$ cat config.mk
export PLATFORM = sky130hd
export DESIGN_NAME = irq_cause_hub
export DESIGN_NICKNAME = d
export VERILOG_FILES = /design/src/rtl/irq_pkg.sv /design/src/rtl/irq_cause_group.sv /design/src/rtl/irq_summary.sv /design/src/rtl/irq_cause_hub.sv
export SDC_FILE = /design/constraint.sdc
export NUM_CORES = 1
export LEC_CHECK = 0
export BUFFER_PORTS_ARGS = -buffer_cell sky130_fd_sc_hd__buf_2
export CAP_MARGIN = 20
export CORE_UTILIZATION = 30
export CTS_BUF_LIST = sky130_fd_sc_hd__clkbuf_16
export DETAILED_ROUTE_END_ITERATION = 16
export GPL_ROUTABILITY_DRIVEN = 0
export SYNTH_ARGS = -nofsm -noshare
export SYNTH_HDL_FRONTEND = slang
export SYNTH_SLANG_ARGS = --single-unit
$ cat constraint.sdc
create_clock -name clk -period 4.01 [get_ports clk]
set_input_delay 0.802 -clock clk [delete_from_list [all_inputs] [get_ports clk]]
set_output_delay 0.802 -clock clk [all_outputs]
set_load 0.05 [all_outputs]
$ cat src/rtl/irq_pkg.sv
package irq_pkg;

  // number of cause groups: 0 transmit, 1 receive, 2 miscellaneous
  localparam int unsigned NUM_GRP  = 3;
  // word offsets inside one group window of eight words
  localparam int unsigned OFS_W    = 3;
  // block index of the summary window (directly after the groups)
  localparam int unsigned SUMM_BLK = NUM_GRP;

  typedef enum logic [OFS_W-1:0] {
    OFS_CAUSE = 3'd0,
    OFS_SET   = 3'd1,
    OFS_MSET  = 3'd2,
    OFS_MCLR  = 3'd3,
    OFS_MASK  = 3'd4,
    OFS_PEND  = 3'd5,
    OFS_MODE  = 3'd6
  } grp_ofs_e;

  typedef enum logic [OFS_W-1:0] {
    SOFS_CAUSE = 3'd0,
    SOFS_MASK  = 3'd1
  } summ_ofs_e;

  // decoded per-group access strobes
  typedef struct packed {
    logic wr_cause;
    logic wr_set;
    logic wr_mset;
    logic wr_mclr;
    logic wr_mode;
    logic rd_cause;
  } grp_ctl_t;

endpackage

$ cat src/rtl/irq_cause_group.sv
module irq_cause_group
  import irq_pkg::*;
#(
  parameter int unsigned WIDTH = 32
) (
  input  logic             clk,
  input  logic             rst_n,
  input  logic [WIDTH-1:0] evt_i,
  input  grp_ctl_t         ctl_i,
  input  logic [WIDTH-1:0] wdata_i,
  output logic [WIDTH-1:0] cause_o,
  output logic [WIDTH-1:0] mask_o,
  output logic [WIDTH-1:0] mode_o,
  output logic [WIDTH-1:0] pend_o,
  output logic             active_o
);

  logic [WIDTH-1:0] cause_q, mask_q, mode_q;
  logic [WIDTH-1:0] clr_w1c, clr_cor, set_sw;
  logic [WIDTH-1:0] cause_d, mask_d, mode_d;

  // write-1-to-clear only touches bits in write-clear mode
  assign clr_w1c = ctl_i.wr_cause ? (wdata_i & ~mode_q) : '0;
  // a read of the cause register drops the clear-on-read bits
  assign clr_cor = ctl_i.rd_cause ? mode_q : '0;
  assign set_sw  = ctl_i.wr_set ? wdata_i : '0;

  // new events and forced bits are ORed after the clear: they win
  assign cause_d = (cause_q & ~(clr_w1c | clr_cor)) | evt_i | set_sw;

  always_comb begin
    mask_d = mask_q;
    if (ctl_i.wr_mset) begin
      mask_d = mask_q | wdata_i;
    end else if (ctl_i.wr_mclr) begin
      mask_d = mask_q & ~wdata_i;
    end
  end

  assign mode_d = ctl_i.wr_mode ? wdata_i : mode_q;

  always_ff @(posedge clk) begin
    if (!rst_n) begin
      cause_q <= '0;
      mask_q  <= '1;
      mode_q  <= '0;
    end else begin
      cause_q <= cause_d;
      mask_q  <= mask_d;
      mode_q  <= mode_d;
    end
  end

  assign cause_o  = cause_q;
  assign mask_o   = mask_q;
  assign mode_o   = mode_q;
  assign pend_o   = cause_q & ~mask_q;
  assign active_o = |pend_o;

endmodule

$ cat src/rtl/irq_summary.sv
module irq_summary #(
  parameter int unsigned WIDTH   = 32,
  parameter int unsigned NUM_SRC = 3
) (
  input  logic               clk,
  input  logic               rst_n,
  input  logic [NUM_SRC-1:0] src_act_i,
  input  logic               rd_clr_i,
  input  logic               mask_wr_i,
  input  logic [WIDTH-1:0]   wdata_i,
  output logic [WIDTH-1:0]   summ_o,
  output logic [WIDTH-1:0]   mask_o,
  output logic               irq_o
);

  logic [NUM_SRC-1:0] summ_q, summ_d;
  logic [WIDTH-1:0]   mask_q;
  logic               irq_q;

  // sticky until read; a still-pending source re-arms in the same edge
  assign summ_d = (rd_clr_i ? '0 : summ_q) | src_act_i;
  assign summ_o = WIDTH'(summ_q);

  always_ff @(posedge clk) begin
    if (!rst_n) begin
      summ_q <= '0;
      mask_q <= '1;
      irq_q  <= 1'b0;
    end else begin
      summ_q <= summ_d;
      if (mask_wr_i) begin
        mask_q <= wdata_i;
      end
      irq_q <= |(summ_o & ~mask_q);
    end
  end

  assign mask_o = mask_q;
  assign irq_o  = irq_q;

endmodule

$ cat src/rtl/irq_cause_hub.sv
module irq_cause_hub
  import irq_pkg::*;
#(
  parameter int unsigned DATA_W = 32,
  parameter int unsigned ADDR_W = 6
) (
  input  logic              clk,
  input  logic              rst_n,
  input  logic              bus_wr_i,
  input  logic              bus_rd_i,
  input  logic [ADDR_W-1:0] bus_addr_i,
  input  logic [DATA_W-1:0] bus_wdata_i,
  output logic [DATA_W-1:0] bus_rdata_o,
  output logic              bus_rvalid_o,
  input  logic [DATA_W-1:0] tx_evt_i,
  input  logic [DATA_W-1:0] rx_evt_i,
  input  logic [DATA_W-1:0] misc_evt_i,
  output logic [DATA_W-1:0] summary_o,
  output logic              irq_o
);

  localparam int unsigned BLK_W = ADDR_W - OFS_W;

  logic [BLK_W-1:0]  bus_blk;
  logic [OFS_W-1:0]  bus_ofs;
  logic [DATA_W-1:0] grp_evt   [NUM_GRP];
  logic [DATA_W-1:0] grp_cause [NUM_GRP];
  logic [DATA_W-1:0] grp_mask  [NUM_GRP];
  logic [DATA_W-1:0] grp_mode  [NUM_GRP];
  logic [DATA_W-1:0] grp_pend  [NUM_GRP];
  logic [NUM_GRP-1:0] grp_act;
  grp_ctl_t           grp_ctl  [NUM_GRP];

  logic              summ_hit, summ_rd_clr, smask_wr;
  logic [DATA_W-1:0] summ_val, smask_val;
  logic [DATA_W-1:0] rd_mux;
  logic [DATA_W-1:0] rdata_q;
  logic              rvalid_q;

  assign bus_blk = bus_addr_i[ADDR_W-1:OFS_W];
  assign bus_ofs = bus_addr_i[OFS_W-1:0];

  assign grp_evt[0] = tx_evt_i;
  assign grp_evt[1] = rx_evt_i;
  assign grp_evt[2] = misc_evt_i;

  for (genvar g = 0; g < NUM_GRP; g++) begin : g_grp
    logic hit;
    assign hit = (bus_blk == BLK_W'(g));

    assign grp_ctl[g].wr_cause = bus_wr_i & hit & (bus_ofs == OFS_CAUSE);
    assign grp_ctl[g].wr_set   = bus_wr_i & hit & (bus_ofs == OFS_SET);
    assign grp_ctl[g].wr_mset  = bus_wr_i & hit & (bus_ofs == OFS_MSET);
    assign grp_ctl[g].wr_mclr  = bus_wr_i & hit & (bus_ofs == OFS_MCLR);
    assign grp_ctl[g].wr_mode  = bus_wr_i & hit & (bus_ofs == OFS_MODE);
    assign grp_ctl[g].rd_cause = bus_rd_i & hit & (bus_ofs == OFS_CAUSE);

    irq_cause_group #(
      .WIDTH (DATA_W)
    ) u_grp (
      .clk      (clk),
      .rst_n    (rst_n),
      .evt_i    (grp_evt[g]),
      .ctl_i    (grp_ctl[g]),
      .wdata_i  (bus_wdata_i),
      .cause_o  (grp_cause[g]),
      .mask_o   (grp_mask[g]),
      .mode_o   (grp_mode[g]),
      .pend_o   (grp_pend[g]),
      .active_o (grp_act[g])
    );
  end

  assign summ_hit    = (bus_blk == BLK_W'(SUMM_BLK));
  assign summ_rd_clr = bus_rd_i & summ_hit & (bus_ofs == SOFS_CAUSE);
  assign smask_wr    = bus_wr_i & summ_hit & (bus_ofs == SOFS_MASK);

  irq_summary #(
    .WIDTH   (DATA_W),
    .NUM_SRC (NUM_GRP)
  ) u_summ (
    .clk       (clk),
    .rst_n     (rst_n),
    .src_act_i (grp_act),
    .rd_clr_i  (summ_rd_clr),
    .mask_wr_i (smask_wr),
    .wdata_i   (bus_wdata_i),
    .summ_o    (summ_val),
    .mask_o    (smask_val),
    .irq_o     (irq_o)
  );

  // read multiplexer: values before any read side effect of this edge
  always_comb begin
    rd_mux = '0;
    for (int g = 0; g < NUM_GRP; g++) begin
      if (bus_blk == BLK_W'(g)) begin
        case (bus_ofs)
          OFS_CAUSE: rd_mux = grp_cause[g];
          OFS_MASK:  rd_mux = grp_mask[g];
          OFS_PEND:  rd_mux = grp_pend[g];
          OFS_MODE:  rd_mux = grp_mode[g];
          default:   rd_mux = '0;
        endcase
      end
    end
    if (summ_hit) begin
      case (bus_ofs)
        SOFS_CAUSE: rd_mux = summ_val;
        SOFS_MASK:  rd_mux = smask_val;
        default:    rd_mux = '0;
      endcase
    end
  end

  always_ff @(posedge clk) begin
    if (!rst_n) begin
      rdata_q  <= '0;
      rvalid_q <= 1'b0;
    end else begin
      rvalid_q <= bus_rd_i;
      if (bus_rd_i) begin
        rdata_q <= rd_mux;
      end
    end
  end

  assign bus_rdata_o  = rdata_q;
  assign bus_rvalid_o = rvalid_q;
  assign summary_o    = summ_val;

endmodule

# Word level (Yosys, flattened, before mapping)
# Index checks and enable logic that the tools add are counted.
word_totals:
  regBits: 357
  output_inout_bits: 66
op_classes:
  reduce_logical: 9
  muxes: 24
  bitwise: 65
  eq_ne: 9
op_table:
  columns: ["op", "count"]
  rows:
  - ["$mux 32", 19]
  - ["$and 32x32->32", 12]
  - ["$or 32x32->32", 12]
  - ["$pmux 32 s4", 3]
  - ["$not 32->32", 11]
  - ["$reduce_or 32->1", 4]
  - ["$pmux 32 s2", 1]
  - ["$and 3x32->32", 1]
  - ["$and 1x1->1", 28]
  - ["$eq 3x2->1 const B", 4]
  - ["$eq 3x3->1 const B", 3]
  - ["$eq 3x1->1 const B", 2]
  - ["$logic_not 3->1", 2]
  - ["$reduce_bool 2->1", 3]
  - ["$mux 3", 1]
  - ["$or 3x3->3", 1]

# Longest topological paths before layout
depth:
  word_depth: 9
  depth_mapped: 9
  mapped_depth_nobuf: 5

# Cells and area by module
# Synthesis repeated with hierarchy kept, for this count alone.
hier_totals:
  cells_unflattened: 2414
  area_unflattened_um2: 19616.3
by_module_without_submodules:
  columns: ["module", "seq_area_each_um2", "area_each_um2", "cells_each", "instances"]
  rows:
  - ["irq_cause_group", 1921.8, 4346.7, 520, 3]
  - ["irq_cause_hub", 660.6, 5048.6, 706, 1]
  - ["irq_summary", 720.7, 1527.7, 148, 1]

# Worst setup path before layout
# OpenSTA, ideal clock, no wires.
synth_timing:
  path_kind: "input-to-reg"
  startpoint: "input bus_addr_i[1]"
  endpoint: "register rdata_q[10] (netlist: bus_rdata_o[10])"
  required_time_ns: 3.885
  arrival_time_ns: 2.186
  setup_time_ns: 0.125
  path_stages: 9
  path_slack_ns: 1.699
  path_cell_list: "buf_2 > buf_6 > buf_4 > buf_2 > mux2i_1 > nor2_1 > a311oi_1 > o21ai_0 > o2bb2ai_1"
synth_between:
  elab_chain_cells: 6
  word_cells_on_any_way: 13
synth_lines:
  columns: ["item", "line", "text"]
  rows:
  - ["from (decl)", "irq_cause_hub.sv:11", "input logic [ADDR_W-1:0] bus_addr_i,"]
  - ["$eq 3x3->1 or $logic_not 3->1 (tied branches)", "irq_cause_hub.sv:98, irq_cause_hub.sv:108", null]
  - ["$pmux 32 s4", "irq_cause_hub.sv:98", "case (bus_ofs)"]
  - ["$mux 32 (3 in series)", "irq_cause_hub.sv:97", "if (bus_blk == BLK_W'(g)) begin"]
  - ["$mux 32 (*)", "irq_cause_hub.sv:107", "if (summ_hit) begin"]
  - ["to (signal assigned)", "irq_cause_hub.sv:123", "rdata_q <= rd_mux;"]
  - ["to (decl)", "irq_cause_hub.sv:37", "logic [DATA_W-1:0] rdata_q;"]
# Every way passes the cells marked *; elsewhere a longest branch is shown, timed or not.
# A chain may end at the register's enable or synchronous reset.

# Worst setup path after layout
layout_timing:
  startpoint: "input bus_addr_i[0]"
  endpoint: "register rdata_q[23] (netlist: bus_rdata_o[23])"
# The elaborated chain is that of the path after synthesis.

==> flow_summary.json <==
{
  "placed_cell_area_sq_mm": 0.0198,
  "synth-edff-count": 0,
  "io_pins": 204,
  "hold_end": "u_summ.mask_o[20]$_SDFFE_PN1P_",
  "syn_avg_cell_area_sq_um": 7.55,
  "area_growth_pct": 13.8,
  "synthDistinctLibCells": 69,
  "ir_worst_vdd_uv": 246,
  "core_sq_mm": 0.0606,
  "crit_path_max_fanout": 37,
  "firstDrtPassIters": 9,
  "cp.required_ns": 4.42,
  "cts.path.max_buffers": 3,
  "yosys.area.top_type": "dfxtp_1",
  "die_h_microns": 250,
  "gr-total-overflow": 0,
  "reg2reg_to": "u_summ.summ_q[1]$_SDFF_PN0_",
  "ctsHoldBuffers": 0,
  "ys_top_cells_by_count": "a21oi_1 (415), nand2_1 (410), dfxtp_1 (357)",
  "port_buffers": 174,
  "die_x_microns": 250,
  "grt_setup_unrepaired": "no",
  "cts_root_buffer": "clkbuf_16",
  "syn_inst": 2447,
  "synth_area_leaders": "dfxtp_1 (39%), a21oi_1 (11%), nand2_1 (8.3%)",
  "timing.setup.tns_ns": 0,
  "rr_worst_depth": 5,
  "fin_area_sq_mm": 0.0210,
  "cts_setup_buffers": 0,
  "finalSetupViolCount": 0,
  "fmax_ghz": 0.365,
  "nFillCells": 6359,
  "drt-initial-drc-count": 2678,
  "clock_skew_ns": 0.0187,
  "relSlewSlack_pct": 33.0,
  "cap_violations": 0,
  "hold_class": "reg -> reg",
  "dpl.hpwl_microns": 54700,
  "yosysSeqAreaShare_pct": 38.7,
  "via_count": 19000,
  "drtAntennaViolNets": 0,
  "cts_buffers": 38,
  "maxSlewViolCount": 0,
  "layout-drive-gt1-share_pct": 12.4,
  "avgViaCountPerCell": 5.76,
  "hp-start": "u_summ.mask_o[20]$_SDFFE_PN1P_",
  "clock_latency_ns": 0.55,
  "syn_area_sq_mm": 0.0185,
  "route.detailed.drc": 0,
  "grt.total_usage_pct": 23.9,
  "fin_crit_ns": 2.74,
  "hold_viol": 0,
  "synth_ff_type": "dfxtp_1",
  "wl_per_cell_microns": 23.7,
  "cts-htree-levels": 2,
  "status": "complete, no violations",
  "clk_pin_slew_ns": 0.06,
  "yosysWarnings": 0,
  "synthMostInstantiatedCell": "a21oi_1",
  "antenna_found_initial": 12,
  "start_kind": "input port",
  "arrival_ns": 3.15,
  "grt_max_degree": 108,
  "cts_resized": 0,
  "drt-total-wl_microns": 78200,
  "cts_tree": "built",
  "start_util_pct": 30.5,
  "final_net_count": 2626,
  "rows": 90,
  "power.leakage_nw": 8.18,
  "crit_type": "in -> reg",
  "grt_pass1_vias": 16500,
  "hold_depth": 2,
  "r2r_slack_ns": 2.00,
  "worstMarginPinSlew_ns": 1.00,
  "end_kind": "register",
  "dieArea_sq_mm": 0.0626,
  "synth_top_area_share_pct": 38.7,
  "synth_seq_cells": 357,
  "fin_crit_sh_pct": 68.4,
  "async_reset_ff_share_pct": 0,
  "powerDensity_mw_per_mm2": 395,
  "grt_pass1_wl_microns": 114000,
  "clock_sinks": 357
}
[where the power goes]
group | leakage (nW) | internal [W] | switching, W | total [W]
Sequential | 2.92 | 0.00365 | 0.000120 | 0.00377
Clock | 0.639 | 0.00197 | 0.00151 | 0.00348
Combinational | 4.62 | 0.000299 | 0.000762 | 0.00106
[cells in the final DEF (no fill, tap or decap), types with 11 or more instances in the layout]
cell,n
a21oi_1,415
a221o_1,105
a22o_1,12
a22oi_1,29
a311oi_1,22
a31oi_1,37
buf_2,172
buf_4,50
clkbuf_16,41
conb_1,29
dfxtp_1,357
inv_1,78
mux2i_1,71
nand2_1,409
nand2b_1,24
nand3_1,36
nor2_1,136
nor2b_1,37
o211ai_1,17
o21ai_0,216
o21ai_1,11
o22ai_1,39
[per-stage QoR]
step,hold WS (ns),std cells,worst slack (ns),util (%),power [W]
floorplan,0.433,2475,1.70,-,0.00448
global placement,0.449,3230,0.833,32.7,0.00487
detailed placement,0.453,3230,0.802,32.7,0.00488
CTS,0.473,3300,1.38,34.7,0.00832
global route,0.490,3301,1.20,34.7,0.00856
finish,0.474,3303,1.27,34.7,0.00831
[how the worst max path moves through the flow]
stage,from,end,slack (ns),cells past startpoint
2_1_floorplan,bus_addr_i[1],bus_rdata_o[10]$_SDFFE_PN0P_,1.70,9
3_3_place_gp,bus_addr_i[4],bus_rdata_o[13]$_SDFFE_PN0P_,0.83,6
3_5_place_dp,bus_addr_i[4],register,0.80,5
4_1_cts,bus_addr_i[4],register,1.38,5
5_1_grt,bus_addr_i[0],bus_rdata_o[28]$_SDFFE_PN0P_,1.20,7
6_report,bus_addr_i[0],bus_rdata_o[23]$_SDFFE_PN0P_,1.27,6
[worst max-delay path, cell delays in order]
cell      delay [ns]
buf_2           0.42
or2_2           0.77
o21ai_0         0.20
a311oi_1        0.64
or4_1           0.21
o211ai_1        0.08
[layer usage]
metal,wire (microns),vias up,track usage [%]
li1,-,8825,-
met1,34000,9033,34.0
met2,34200,1008,36.3
met3,7530,133,4.60
met4,2340,20,7.17
met5,126,-,0
[kinds of logic after synthesis]
| logic type | Yosys count | share of synthesized area, % |
|---|---|---|
| AO/OA/AOI/OAI | 961 | 31.9 |
| buffers and inverters | 325 | 7.86 |
| flip-flops | 357 | 38.7 |
| multiplexers | 73 | 3.97 |
| other | 1 | 0.0203 |
| AND/OR/NAND/NOR | 730 | 17.6 |
[cell type report]
cell class              instances  area [sq um]  share of cell area, %
flip-flops and latches        357          7150                   34.0
diodes                          3          7.51                 0.0357
inverters                      69           267                   1.27
clock buffers                  41          1030                   4.88
well taps                     782           978                   4.65
multi-input cells            1793         10100                   47.8
clock inverters                29           178                  0.844
repair buffers                229          1380                   6.54
(Power assumes the default switching activity.)
